File: src/rtl/sd_init_pkg.sv
package sd_init_pkg;

  typedef enum logic [1:0] {
    RSP_NONE       = 2'd0,
    RSP_SHORT      = 2'd1,
    RSP_LONG       = 2'd2,
    RSP_SHORT_BUSY = 2'd3
  } rsp_kind_e;

  typedef enum logic [4:0] {
    S_IDLE, S_CLK_LO, S_SETTLE, S_GO_IDLE, S_IF_COND,
    S_PROBE_APP, S_PROBE_SD, S_PROBE_MMC,
    S_POLL_APP, S_POLL_OP, S_POLL_GAP,
    S_CID, S_RCA, S_CSD, S_SELECT, S_CLK_HI,
    S_DONE, S_FAIL
  } seq_state_e;

  localparam logic [3:0] FC_NONE         = 4'd0;
  localparam logic [3:0] FC_GO_IDLE      = 4'd1;
  localparam logic [3:0] FC_NO_CARD      = 4'd2;
  localparam logic [3:0] FC_POLL_ERR     = 4'd3;
  localparam logic [3:0] FC_POLL_TIMEOUT = 4'd4;
  localparam logic [3:0] FC_CID          = 4'd5;
  localparam logic [3:0] FC_RCA          = 4'd6;
  localparam logic [3:0] FC_CSD          = 4'd7;
  localparam logic [3:0] FC_SELECT       = 4'd8;

  localparam logic [31:0] MMC_RCA_ARG = 32'h0001_0000;

  // voltage code depends on whether the window reaches the upper range
  function automatic logic [31:0] if_cond_arg(input logic [23:0] mask);
    logic [3:0] vcode;
    vcode = (|mask[23:15]) ? 4'h1 : 4'h2;
    return {20'h0, vcode, 8'hAA};
  endfunction

endpackage

File: src/rtl/sd_delay.sv
module sd_delay #(
  parameter int W = 8
) (
  input  logic         clk_i,
  input  logic         rst_ni,
  input  logic         load_i,
  input  logic [W-1:0] count_i,
  output logic         busy_o
);

  logic [W-1:0] cnt_q;

  always_ff @(posedge clk_i or negedge rst_ni) begin
    if (!rst_ni)            cnt_q <= '0;
    else if (load_i)        cnt_q <= count_i;
    else if (cnt_q != '0)   cnt_q <= cnt_q - 1'b1;
  end

  assign busy_o = (cnt_q != '0);


  count_step_chk: assert property (@(posedge clk_i) disable iff (!rst_ni)
    (busy_o && !load_i) |=> (cnt_q == $past(cnt_q) - 1'b1));

endmodule

File: src/rtl/sd_cmd_port.sv
module sd_cmd_port
  import sd_init_pkg::*;
(
  input  logic         clk_i,
  input  logic         rst_ni,
  input  logic         req_i,
  input  logic [5:0]   idx_i,
  input  rsp_kind_e    kind_i,
  input  logic [31:0]  arg_i,
  output logic         cmd_valid_o,
  output logic [5:0]   cmd_idx_o,
  output logic [1:0]   cmd_rsp_o,
  output logic [31:0]  cmd_arg_o,
  input  logic         cmd_done_i,
  input  logic         cmd_err_i,
  input  logic [127:0] rsp_data_i,
  output logic         cmp_o,
  output logic         err_o,
  output logic [127:0] rsp_o
);

  always_ff @(posedge clk_i or negedge rst_ni) begin
    if (!rst_ni) begin
      cmd_valid_o <= 1'b0;
      cmd_idx_o   <= '0;
      cmd_rsp_o   <= '0;
      cmd_arg_o   <= '0;
      cmp_o       <= 1'b0;
      err_o       <= 1'b0;
      rsp_o       <= '0;
    end else begin
      cmp_o <= 1'b0;
      if (!cmd_valid_o) begin
        if (req_i) begin
          cmd_valid_o <= 1'b1;
          cmd_idx_o   <= idx_i;
          cmd_rsp_o   <= kind_i;
          cmd_arg_o   <= arg_i;
        end
      end else if (cmd_done_i) begin
        cmd_valid_o <= 1'b0;
        cmp_o       <= 1'b1;
        err_o       <= cmd_err_i;
        rsp_o       <= rsp_data_i;
      end
    end
  end


  cmd_hold_chk: assert property (@(posedge clk_i) disable iff (!rst_ni)
    (cmd_valid_o && !cmd_done_i) |=>
      (cmd_valid_o && $stable(cmd_idx_o) && $stable(cmd_arg_o) && $stable(cmd_rsp_o)));


  cmp_after_valid_chk: assert property (@(posedge clk_i) disable iff (!rst_ni)
    cmp_o |-> $past(cmd_valid_o));

endmodule

File: src/rtl/sd_card_info.sv
module sd_card_info (
  input  logic         clk_i,
  input  logic         rst_ni,
  input  logic         clr_i,
  input  logic         type_we_i,
  input  logic         mmc_i,
  input  logic         hc_we_i,
  input  logic         hc_i,
  input  logic         rca_we_i,
  input  logic [15:0]  rca_i,
  input  logic         cid_we_i,
  input  logic         csd_we_i,
  input  logic [127:0] data_i,
  output logic         is_mmc_o,
  output logic         is_hc_o,
  output logic [15:0]  rca_o,
  output logic [127:0] cid_o,
  output logic [127:0] csd_o
);

  always_ff @(posedge clk_i or negedge rst_ni) begin
    if (!rst_ni) begin
      is_mmc_o <= 1'b0;
      is_hc_o  <= 1'b0;
      rca_o    <= '0;
      cid_o    <= '0;
      csd_o    <= '0;
    end else if (clr_i) begin
      is_mmc_o <= 1'b0;
      is_hc_o  <= 1'b0;
      rca_o    <= '0;
      cid_o    <= '0;
      csd_o    <= '0;
    end else begin
      if (type_we_i) is_mmc_o <= mmc_i;
      if (hc_we_i)   is_hc_o  <= hc_i;
      if (rca_we_i)  rca_o    <= rca_i;
      if (cid_we_i)  cid_o    <= data_i;
      if (csd_we_i)  csd_o    <= data_i;
    end
  end

endmodule

File: src/rtl/sd_init_seq.sv
module sd_init_seq
  import sd_init_pkg::*;
#(
  parameter int SETTLE_CYC = 18500,
  parameter int GAP_CYC    = 500000,
  parameter int POLL_MAX   = 200,
  parameter int KHZ_W      = 16,
  parameter int LO_KHZ     = 400,
  parameter int HI_KHZ     = 25000
) (
  input  logic             clk_i,
  input  logic             rst_ni,
  input  logic             start_i,
  input  logic [23:0]      volt_mask_i,
  output logic             clk_req_o,
  output logic [KHZ_W-1:0] clk_khz_o,
  input  logic             clk_rdy_i,
  output logic             cmd_valid_o,
  output logic [5:0]       cmd_idx_o,
  output logic [1:0]       cmd_rsp_o,
  output logic [31:0]      cmd_arg_o,
  input  logic             cmd_done_i,
  input  logic             cmd_err_i,
  input  logic [127:0]     cmd_rsp_data_i,
  output logic             done_o,
  output logic             fail_o,
  output logic [3:0]       fail_code_o,
  output logic             is_mmc_o,
  output logic             is_hc_o,
  output logic [15:0]      rca_o,
  output logic [127:0]     cid_o,
  output logic [127:0]     csd_o
);

  localparam int TMR_MAX = (SETTLE_CYC > GAP_CYC) ? SETTLE_CYC : GAP_CYC;
  localparam int TMR_W   = $clog2(TMR_MAX + 1);
  localparam int TRY_W   = $clog2(POLL_MAX + 1);
  localparam logic [TRY_W-1:0] TRY_LAST = TRY_W'(POLL_MAX - 1);

  seq_state_e       state_q;
  logic             issued_q;
  logic             hcs_q;
  logic [TRY_W-1:0] tries_q;

  logic             req;
  logic             is_cmd;
  logic [5:0]       idx;
  rsp_kind_e        kind;
  logic [31:0]      arg;
  logic [31:0]      cond_arg;
  logic [31:0]      op_arg;
  logic             cmp;
  logic             cerr;
  logic [127:0]     rsp;
  logic             ok;
  logic             start_ok;
  logic             tmr_load;
  logic             tmr_busy;
  logic [TMR_W-1:0] tmr_val;
  logic [15:0]      rca_new;

  assign cond_arg = if_cond_arg(volt_mask_i);
  assign op_arg   = {1'b0, hcs_q, 6'b0, volt_mask_i};
  assign ok       = cmp && !cerr;
  assign start_ok = start_i && (state_q == S_IDLE || state_q == S_DONE || state_q == S_FAIL);
  assign rca_new  = is_mmc_o ? 16'h0001 : rsp[31:16];

  always_comb begin
    is_cmd = 1'b1;
    idx    = 6'd0;
    kind   = RSP_SHORT;
    arg    = '0;
    unique case (state_q)
      S_GO_IDLE:               kind = RSP_NONE;
      S_IF_COND:   begin idx = 6'd8;  arg = cond_arg; end
      S_PROBE_APP,
      S_POLL_APP:              idx = 6'd55;
      S_PROBE_SD:              idx = 6'd41;
      S_PROBE_MMC:             idx = 6'd1;
      S_POLL_OP:   begin idx = is_mmc_o ? 6'd1 : 6'd41; arg = op_arg; end
      S_CID:       begin idx = 6'd2;  kind = RSP_LONG; end
      S_RCA:       begin idx = 6'd3;  arg = is_mmc_o ? MMC_RCA_ARG : 32'h0; end
      S_CSD:       begin idx = 6'd9;  kind = RSP_LONG; arg = {rca_o, 16'h0}; end
      S_SELECT:    begin idx = 6'd7;  kind = RSP_SHORT_BUSY; arg = {rca_o, 16'h0}; end
      default:                 is_cmd = 1'b0;
    endcase
  end

  assign req = is_cmd && !issued_q;

  assign tmr_load = (state_q == S_CLK_LO && clk_rdy_i) ||
                    (state_q == S_POLL_OP && ok && !rsp[31] && tries_q != TRY_LAST);
  assign tmr_val  = (state_q == S_CLK_LO) ? TMR_W'(SETTLE_CYC) : TMR_W'(GAP_CYC);

  always_ff @(posedge clk_i or negedge rst_ni) begin
    if (!rst_ni) begin
      state_q     <= S_IDLE;
      issued_q    <= 1'b0;
      hcs_q       <= 1'b0;
      tries_q     <= '0;
      fail_code_o <= FC_NONE;
      clk_khz_o   <= '0;
    end else begin
      if (req) issued_q <= 1'b1;
      if (cmp) issued_q <= 1'b0;
      unique case (state_q)
        S_IDLE, S_DONE, S_FAIL:
          if (start_ok) begin
            state_q     <= S_CLK_LO;
            clk_khz_o   <= KHZ_W'(LO_KHZ);
            fail_code_o <= FC_NONE;
            hcs_q       <= 1'b0;
            tries_q     <= '0;
          end
        S_CLK_LO:  if (clk_rdy_i) state_q <= S_SETTLE;
        S_SETTLE:  if (!tmr_busy) state_q <= S_GO_IDLE;
        S_GO_IDLE:
          if (cmp) begin
            if (cerr) begin state_q <= S_FAIL; fail_code_o <= FC_GO_IDLE; end
            else state_q <= S_IF_COND;
          end
        S_IF_COND:
          if (cmp) begin
            hcs_q   <= !cerr && (rsp[31:0] == cond_arg);
            state_q <= S_PROBE_APP;
          end
        S_PROBE_APP: if (cmp) state_q <= cerr ? S_PROBE_MMC : S_PROBE_SD;
        S_PROBE_SD:  if (cmp) state_q <= cerr ? S_PROBE_MMC : S_POLL_APP;
        S_PROBE_MMC:
          if (cmp) begin
            if (cerr) begin state_q <= S_FAIL; fail_code_o <= FC_NO_CARD; end
            else state_q <= S_POLL_OP;
          end
        S_POLL_APP:
          if (cmp) begin
            if (cerr) begin state_q <= S_FAIL; fail_code_o <= FC_POLL_ERR; end
            else state_q <= S_POLL_OP;
          end
        S_POLL_OP:
          if (cmp) begin
            if (cerr) begin
              state_q <= S_FAIL; fail_code_o <= FC_POLL_ERR;
            end else if (rsp[31]) begin
              state_q <= S_CID;
            end else if (tries_q == TRY_LAST) begin
              state_q <= S_FAIL; fail_code_o <= FC_POLL_TIMEOUT;
            end else begin
              tries_q <= tries_q + 1'b1;
              state_q <= S_POLL_GAP;
            end
          end
        S_POLL_GAP: if (!tmr_busy) state_q <= is_mmc_o ? S_POLL_OP : S_POLL_APP;
        S_CID:
          if (cmp) begin
            if (cerr) begin state_q <= S_FAIL; fail_code_o <= FC_CID; end
            else state_q <= S_RCA;
          end
        S_RCA:
          if (cmp) begin
            if (cerr) begin state_q <= S_FAIL; fail_code_o <= FC_RCA; end
            else state_q <= S_CSD;
          end
        S_CSD:
          if (cmp) begin
            if (cerr) begin state_q <= S_FAIL; fail_code_o <= FC_CSD; end
            else state_q <= S_SELECT;
          end
        S_SELECT:
          if (cmp) begin
            if (cerr) begin
              state_q <= S_FAIL; fail_code_o <= FC_SELECT;
            end else begin
              state_q   <= S_CLK_HI;
              clk_khz_o <= KHZ_W'(HI_KHZ);
            end
          end
        S_CLK_HI: if (clk_rdy_i) state_q <= S_DONE;
        default:  state_q <= S_IDLE;
      endcase
    end
  end

  assign clk_req_o = (state_q == S_CLK_LO) || (state_q == S_CLK_HI);
  assign done_o    = (state_q == S_DONE);
  assign fail_o    = (state_q == S_FAIL);

  sd_delay #(.W(TMR_W)) u_delay (
    .clk_i   (clk_i),
    .rst_ni  (rst_ni),
    .load_i  (tmr_load),
    .count_i (tmr_val),
    .busy_o  (tmr_busy)
  );

  sd_cmd_port u_port (
    .clk_i       (clk_i),
    .rst_ni      (rst_ni),
    .req_i       (req),
    .idx_i       (idx),
    .kind_i      (kind),
    .arg_i       (arg),
    .cmd_valid_o (cmd_valid_o),
    .cmd_idx_o   (cmd_idx_o),
    .cmd_rsp_o   (cmd_rsp_o),
    .cmd_arg_o   (cmd_arg_o),
    .cmd_done_i  (cmd_done_i),
    .cmd_err_i   (cmd_err_i),
    .rsp_data_i  (cmd_rsp_data_i),
    .cmp_o       (cmp),
    .err_o       (cerr),
    .rsp_o       (rsp)
  );

  sd_card_info u_info (
    .clk_i     (clk_i),
    .rst_ni    (rst_ni),
    .clr_i     (start_ok),
    .type_we_i ((state_q == S_PROBE_SD || state_q == S_PROBE_MMC) && ok),
    .mmc_i     (state_q == S_PROBE_MMC),
    .hc_we_i   (state_q == S_POLL_OP && ok && rsp[31]),
    .hc_i      (rsp[30]),
    .rca_we_i  (state_q == S_RCA && ok),
    .rca_i     (rca_new),
    .cid_we_i  (state_q == S_CID && ok),
    .csd_we_i  (state_q == S_CSD && ok),
    .data_i    (rsp),
    .is_mmc_o  (is_mmc_o),
    .is_hc_o   (is_hc_o),
    .rca_o     (rca_o),
    .cid_o     (cid_o),
    .csd_o     (csd_o)
  );


  no_cmd_in_clk_chk: assert property (@(posedge clk_i) disable iff (!rst_ni)
    !(cmd_valid_o && clk_req_o));


  csd_arg_chk: assert property (@(posedge clk_i) disable iff (!rst_ni)
    (cmd_valid_o && cmd_idx_o == 6'd9) |-> (cmd_arg_o == {rca_o, 16'h0}));


  fail_code_chk: assert property (@(posedge clk_i) disable iff (!rst_ni)
    fail_o |-> (fail_code_o != FC_NONE));


  done_fail_excl_chk: assert property (@(posedge clk_i) disable iff (!rst_ni)
    !(done_o && fail_o));


  done_hold_chk: assert property (@(posedge clk_i) disable iff (!rst_ni)
    (done_o && !start_i) |=> (done_o && $stable(rca_o) && $stable(cid_o) && $stable(csd_o)));

endmodule

File: config.mk
export PLATFORM = sky130hd
export DESIGN_NAME = sd_init_seq
export DESIGN_NICKNAME = d
export VERILOG_FILES = /design/src/rtl/sd_init_pkg.sv /design/src/rtl/sd_delay.sv /design/src/rtl/sd_cmd_port.sv /design/src/rtl/sd_card_info.sv /design/src/rtl/sd_init_seq.sv
export SDC_FILE = /design/constraint.sdc
export NUM_CORES = 1
export LEC_CHECK = 0
export CAP_MARGIN = 20
export CORE_UTILIZATION = 45
export CTS_CLUSTER_DIAMETER = 30
export DETAILED_ROUTE_END_ITERATION = 12
export GPL_TIMING_DRIVEN = 0
export PLACE_DENSITY = 0.86
export RECOVER_POWER = 100
export SYNTH_ARGS = -nofsm -noshare
export SYNTH_HDL_FRONTEND = slang
export SYNTH_SLANG_ARGS = --single-unit
File: constraint.sdc
create_clock -name clk_i -period 3.4 [get_ports clk_i]
set_input_delay 0.34 -clock clk_i [delete_from_list [all_inputs] [get_ports clk_i]]
set_output_delay 0.34 -clock clk_i [all_outputs]
set_load 0.03 [all_outputs]
# == Yosys cells after proc, flatten, opt, wreduce, memory -nomap -nowiden ==
# Index checks and enable logic that the tools add are counted.
# Widths: inputs -> output; s select.
# word_totals
ff_bits,499
latchBits,0
mem_bits_rw,0
rom_bits,0
input_bits,158
output_inout_bits,338
wordCells,209
mem_count,0
# classes
add_sub_neg,2
multipliers,0
div,0
order_cmp,0
n_eq_ne,50
shift,0
n_mux,89
bitwise,1
n_reduce_logical,48
# op_table
cell,count
$mux 128,4
$pmux 32 s4,1
$mux 5,24
$mux 16,6
$mux 4,20
$pmux 5 s15,1
$mux 19,3
$pmux 6 s9,1
$eq 5x4->1 const B,8
$mux 8,5
$pmux 4 s9,1
$ne 2x1->1 const B,17
$eq 32x10->1,1
$pmux 16 s2,1
$ne 2x2->1 const B,11
$eq 5x3->1 const B,4
$reduce_bool 2->1,10
$reduce_and 19->1,1
$reduce_bool 19->1,1
$sub 19x1->19 const B,1
$mux 17,1
$mux 1,16
$pmux 8 s2,1
$reduce_and 15->1,1
25 further kinds,50

# == Longest topological paths before layout ==
# depth
ltp_word,7
ltp_mapped,8

# == Hierarchy ==
# From an unflattened synthesis, not the netlist that was laid out.
# unflattened
hier_cells,1686
area_unflattened_um2,21481.9
# by_module_without_submodules
mod,n_inst,cells_each,area_each_um2,seq_area_each_um2
sd_card_info,1,882,11307.1,6856.6
sd_cmd_port,1,363,6707.7,4279.1
sd_init_seq,1,326,2402.3,550.5
sd_delay,1,115,1064.8,475.5

# == Worst setup path before layout ==
# Ideal clock, no wire load.
# synth_path
kind,register -> register
from,register u_delay.cnt_q[11]
to,register state_q[4]
setup_ps,128
arrival_time_ps,2504
slack_ps,769
path_stages_with_launch,8
synth_period_minus_slack_ps,2631
cell_sequence,dfrtp_1 > or4_1 > or4_4 > buf_6 > or2_1 > buf_6 > a211o_1 > mux2_1
# synth_via
elab_chain_len,3
elab_cells_between_ends,4
# synth_rtl
element,line,text
"start, declared",sd_delay.sv:11,logic [W-1:0] cnt_q;
"start signal, assigned",sd_delay.sv:15,else if (load_i) cnt_q <= count_i;
"start signal, assigned",sd_delay.sv:16,else if (cnt_q != '0) cnt_q <= cnt_q - 1'b1;
$reduce_bool 19->1 *,sd_delay.sv:19,assign busy_o = (cnt_q != '0);
$ne 2x2->1 (no source line),-,
$reduce_and 15->1 (no source line) *,-,
"end signal, assigned",sd_init_seq.sv:127,S_PROBE_APP: if (cmp) state_q <= cerr ? S_PROBE_MMC : S_PROBE_SD;
"end signal, assigned",sd_init_seq.sv:128,S_PROBE_SD: if (cmp) state_q <= cerr ? S_PROBE_MMC : S_POLL_APP;
"end signal, assigned",sd_init_seq.sv:152,S_POLL_GAP: if (!tmr_busy) state_q <= is_mmc_o ? S_POLL_OP : S_POLL_APP;
"end, declared",sd_init_seq.sv:40,seq_state_e state_q;
# Mark *: on every way between the ends. The rest lies on a longest branch, timed or not.
# A chain may end at the register's enable or synchronous reset.

# == Worst setup path in the final report ==
# layout_path
from,register state_q[0]
to,register u_info.cid_o[16]
# layout_via
elab_chain_len,5
elab_cells_between_ends,10
# layout_rtl
element,line,text
$eq 5x5->1 / $logic_not 5->1 (equally long branches),sd_init_seq.sv:65,assign start_ok = start_i && (state_q == S_IDLE || state_q == S_DONE || state_q == S_FAIL);
$logic_or 1x1->1 (2 in series),sd_init_seq.sv:65,
$logic_and 1x1->1,sd_init_seq.sv:65,
$mux 128 / $reduce_bool 2->1 (equally long branches),-,
"end signal, assigned",sd_card_info.sv:38,if (cid_we_i) cid_o <= data_i;
"end, declared",sd_card_info.sv:17,"output logic [127:0] cid_o,"
# Several ways; a longest one is shown, not always the timed one.

==> flow_summary_export.csv <==
group,metric,value,unit
power_and_ir_drop,internal-power,0.0164,W
sta,setup_viol,0,
clocking,clkSinkCount,486,
global_routing,grt_pass1_wl,111000,um
synthesis,yosys_warnings,0,
global_routing,gr-usage-met3,0.103,
cells_and_area,multi_input_area,0.00724,mm2
global_routing,grt_max_degree,127,
synthesis,ys_top_cells_by_count,"nand2_1, dfrtp_1, a21oi_1",
clocking,clk_pin_slew,0.05,ns
critical_path,cp-start-kind,"register",
floorplan,initial_core_util,0.461,
status,violations,"max-capacitance violations, max-slew violations",
sta,tns,0,ns
synthesis,ys_types,59,
power_and_ir_drop,power.leakage,13.5,nW
critical_path,cp.required,3.92,ns
status,status,"finished with violations",
detailed_routing,first_pass_iters,8,
detailed_routing,drt_iter0_drc,1643,
cells_and_area,n_fill_cell,3108,
power_and_ir_drop,switchingPower,0.00868,W
floorplan,die_w,213,um
sta,tightest_slew,1.73,ns
critical_path,path_class,"reg2reg",
cells_and_area,areaGrowthSynthToFinish,45.8,%
sta,slew_violations,122,
critical_path,critPathMaxFanout,10,
global_routing,grt_use_total,0.324,
detailed_routing,detail-route-antenna-nets,0,
power_and_ir_drop,pwr-share-clk,0.400,
sta,fmax,0.304,GHz
synthesis,syn_area,0.0201,mm2
clocking,cts.path.max_buffers,3,
clocking,cts_root_buffer,"clkbuf_16",
cells_and_area,final_nets,2755,
floorplan,die_area,0.0454,mm2
clocking,post_cts_buffers,0,
synthesis,synth.most_common_cell,"nand2_1",
power_and_ir_drop,pwr-share-seq,0.343,
sta,rsz0062_at_grt,"false",
sta,timing.slew.headroom,-0.154,
sta,finalHoldViolCount,0,
floorplan,die_y,213,um
detailed_routing,via_per_inst,5.64,
job,cap_viol_max_count,1,
sta,period_share,0.966,
synthesis,synth_edf_count,0,
detailed_routing,drc,0,
synthesis,synth.avg_cell_area,10.1,um2
global_routing,grt_pass1_vias,19289,
sta,finalCriticalPeriod,3.28,ns
global_routing,top_usage_layer,"met2",
clocking,clock_latency,0.64,ns
detailed_routing,wl_per_cell,22.7,um
detailed_routing,num_vias,18393,
power_and_ir_drop,swShare,0.347,
clocking,cts_tree,"built",
critical_path,end_kind,"register",
synthesis,seq_area_frac_synth,0.606,
placed_design,portBuffers,486,
synthesis,synthTopCellsByArea,"dfrtp_1, nand2_1, mux2_2",
detailed_routing,totalWireLength,74200,um
power_and_ir_drop,combPwrFrac,0.257,
cells_and_area,post_route_cells_drive_above_1_share,0.123,
cells_and_area,register_area,0.0122,mm2
placed_design,gp_congestion,0.956,
clocking,h-tree-depth,3,
synthesis,ys.flop_type,"dfrtp_1",
global_routing,use_met2,0.542,
global_routing,antenna_found_initial,4,
floorplan,core,0.0436,mm2
synthesis,synth_cells,1994,
global_routing,overflow,0,
floorplan,rows,76,
synthesis,synth_top_cell_by_area,"dfrtp_1",
placed_design,hpwl,50400,um
sta,clock_skew,0.0432,ns
clocking,cts_buffers,97,
worst_hold_path,hp-class,"in2reg",
synthesis,async_flop_share,1.00,
power_and_ir_drop,p_total,0.0250,W
power_and_ir_drop,power_per_cell_area,856,mW/mm2
global_routing,use_met1,0.361,
synthesis,netlist.area_leader.share,0.606,
power_and_ir_drop,ir_worst_vdd,0.000621,V
critical_path,crit_arrival,3.80,ns
synthesis,synth_seq_cells,486,
floorplan,io_pins,496,
==> routing by layer <==
| layer | wire length [um] | up-vias |
|---|---|---|
| li1 | - | 7926 |
| met1 | 26100 | 9170 |
| met2 | 36400 | 1020 |
| met3 | 7170 | 277 |
| met4 | 4510 | 0 |
| met5 | 0 | - |
==> final timing paths <==
| check | from | to | slack [ns] | cells after the start |
|---|---|---|---|---|
| max | state_q[0] | u_info.cid_o[16] | 0.12 | 7 |
| max in group asynchronous | rst_ni | issued_q | 0.71 | 3 |
| min | volt_mask_i[4] | u_port.cmd_arg_o[4] | 0.29 | 3 |
| min in group asynchronous | rst_ni | u_info.cid_o[104] | 0.65 | 2 |
| min reg2reg | u_port.cmd_arg_o[6] | u_port.cmd_arg_o[6] | 0.46 | 2 |
| max reg2reg | state_q[0] | u_info.cid_o[16] | 0.12 | 7 |
==> area by class of cell <==
| class | count | share of cell area |
|---|---|---|
| clock inverters | 58 | 0.0283 |
| plain buffers | 151 | 0.0214 |
| multi-input cells | 1350 | 0.247 |
| diodes | 4 | 0.000342 |
| inverters | 15 | 0.00192 |
| repair buffers | 493 | 0.169 |
| clock buffers | 118 | 0.0905 |
| flip-flops and latches | 486 | 0.416 |
| well taps | 585 | 0.0250 |
==> sequential cells by signal (all words and copies together), names as in the netlist, 3 cells and up <==
name and count:
u_port.cmd_arg_o 32, u_delay.cnt_q 19, tries_q 8, state_q 5, u_info.rca_o 16, u_info.csd_o 128, clk_khz_o 3, fail_code_o 4
u_port.cmd_idx_o 6, u_port.rsp_o 128, u_info.cid_o 128
==> metrics by stage <==
stage	instances	instance area (um2)	util	setup slack, ns	hold WS, ns
finish	3260	29300	0.672	0.116	0.286
floorplan	2002	20100	-	0.769	0.0444
CTS	3256	29300	0.672	0.0255	0.250
global route	3259	29200	0.672	0.0212	0.281
detailed placement	3079	25800	0.592	0.0205	0.455
global placement	3073	25700	0.590	-18.39	0.452
==> cell families (layout without fill, tap and decap cells) <==
| kind of cell | Yosys count | count (layout) | share of synthesized area |
|---|---|---|---|
| buf+inv | 166 | 835 | 0.0342 |
| fa+ha+maj | 3 | 3 | 0.00187 |
| mux | 139 | 139 | 0.0777 |
| xor+xnor | 26 | 26 | 0.0114 |
| flops | 486 | 486 | 0.606 |
| compound gates | 379 | 379 | 0.102 |
| simple gates | 794 | 794 | 0.166 |
| other cells | 1 | 13 | 0.000187 |
==> placed cells by master, fill, tap and decap left out, types with 13 or more instances in the layout <==
cell type,count
nand2_1,579
clkbuf_1,136
o21ai_0,29
bufinv_16,13
xor2_1,14
nor3b_1,15
dfrtp_1,486
inv_1,15
nor2_1,79
a21oi_1,298
nor3_1,19
clkbuf_16,98
mux2_2,128
dlygate4sd3_1,328
buf_4,13
nand3_1,29
clkdlybuf4s50_1,158
==> critical path, stage by stage (launching register included) <==
cell and delay [ns]:
dfrtp_1 0.37, clkbuf_1 0.33, nand2_1 0.33, nor3_1 0.30, dlygate4sd1_1 0.86, clkbuf_1 0.68
nand2_1 0.13, a21oi_1 0.16
==> power groups by stage <==
| stage | Clock [W] | Combinational (W) | Sequential, W |
|---|---|---|---|
| after floorplan | 0 | 0.00295 | 0.00920 |
| after global placement | 0 | 0.00633 | 0.00855 |
| after detailed placement | 0 | 0.00650 | 0.00862 |
| after CTS | 0.0101 | 0.00661 | 0.00857 |
| after global routing | 0.0104 | 0.00684 | 0.00872 |
| final | 0.0100 | 0.00643 | 0.00860 |
==> timing repair <==
action / CTS / global route
endpoints found under the hold margin: 120 / 0
hold buffers: 1 / 0
resized for setup: 1 / 14
setup endpoints to repair: 2 / 146
Power figures use the tool's default switching activity.
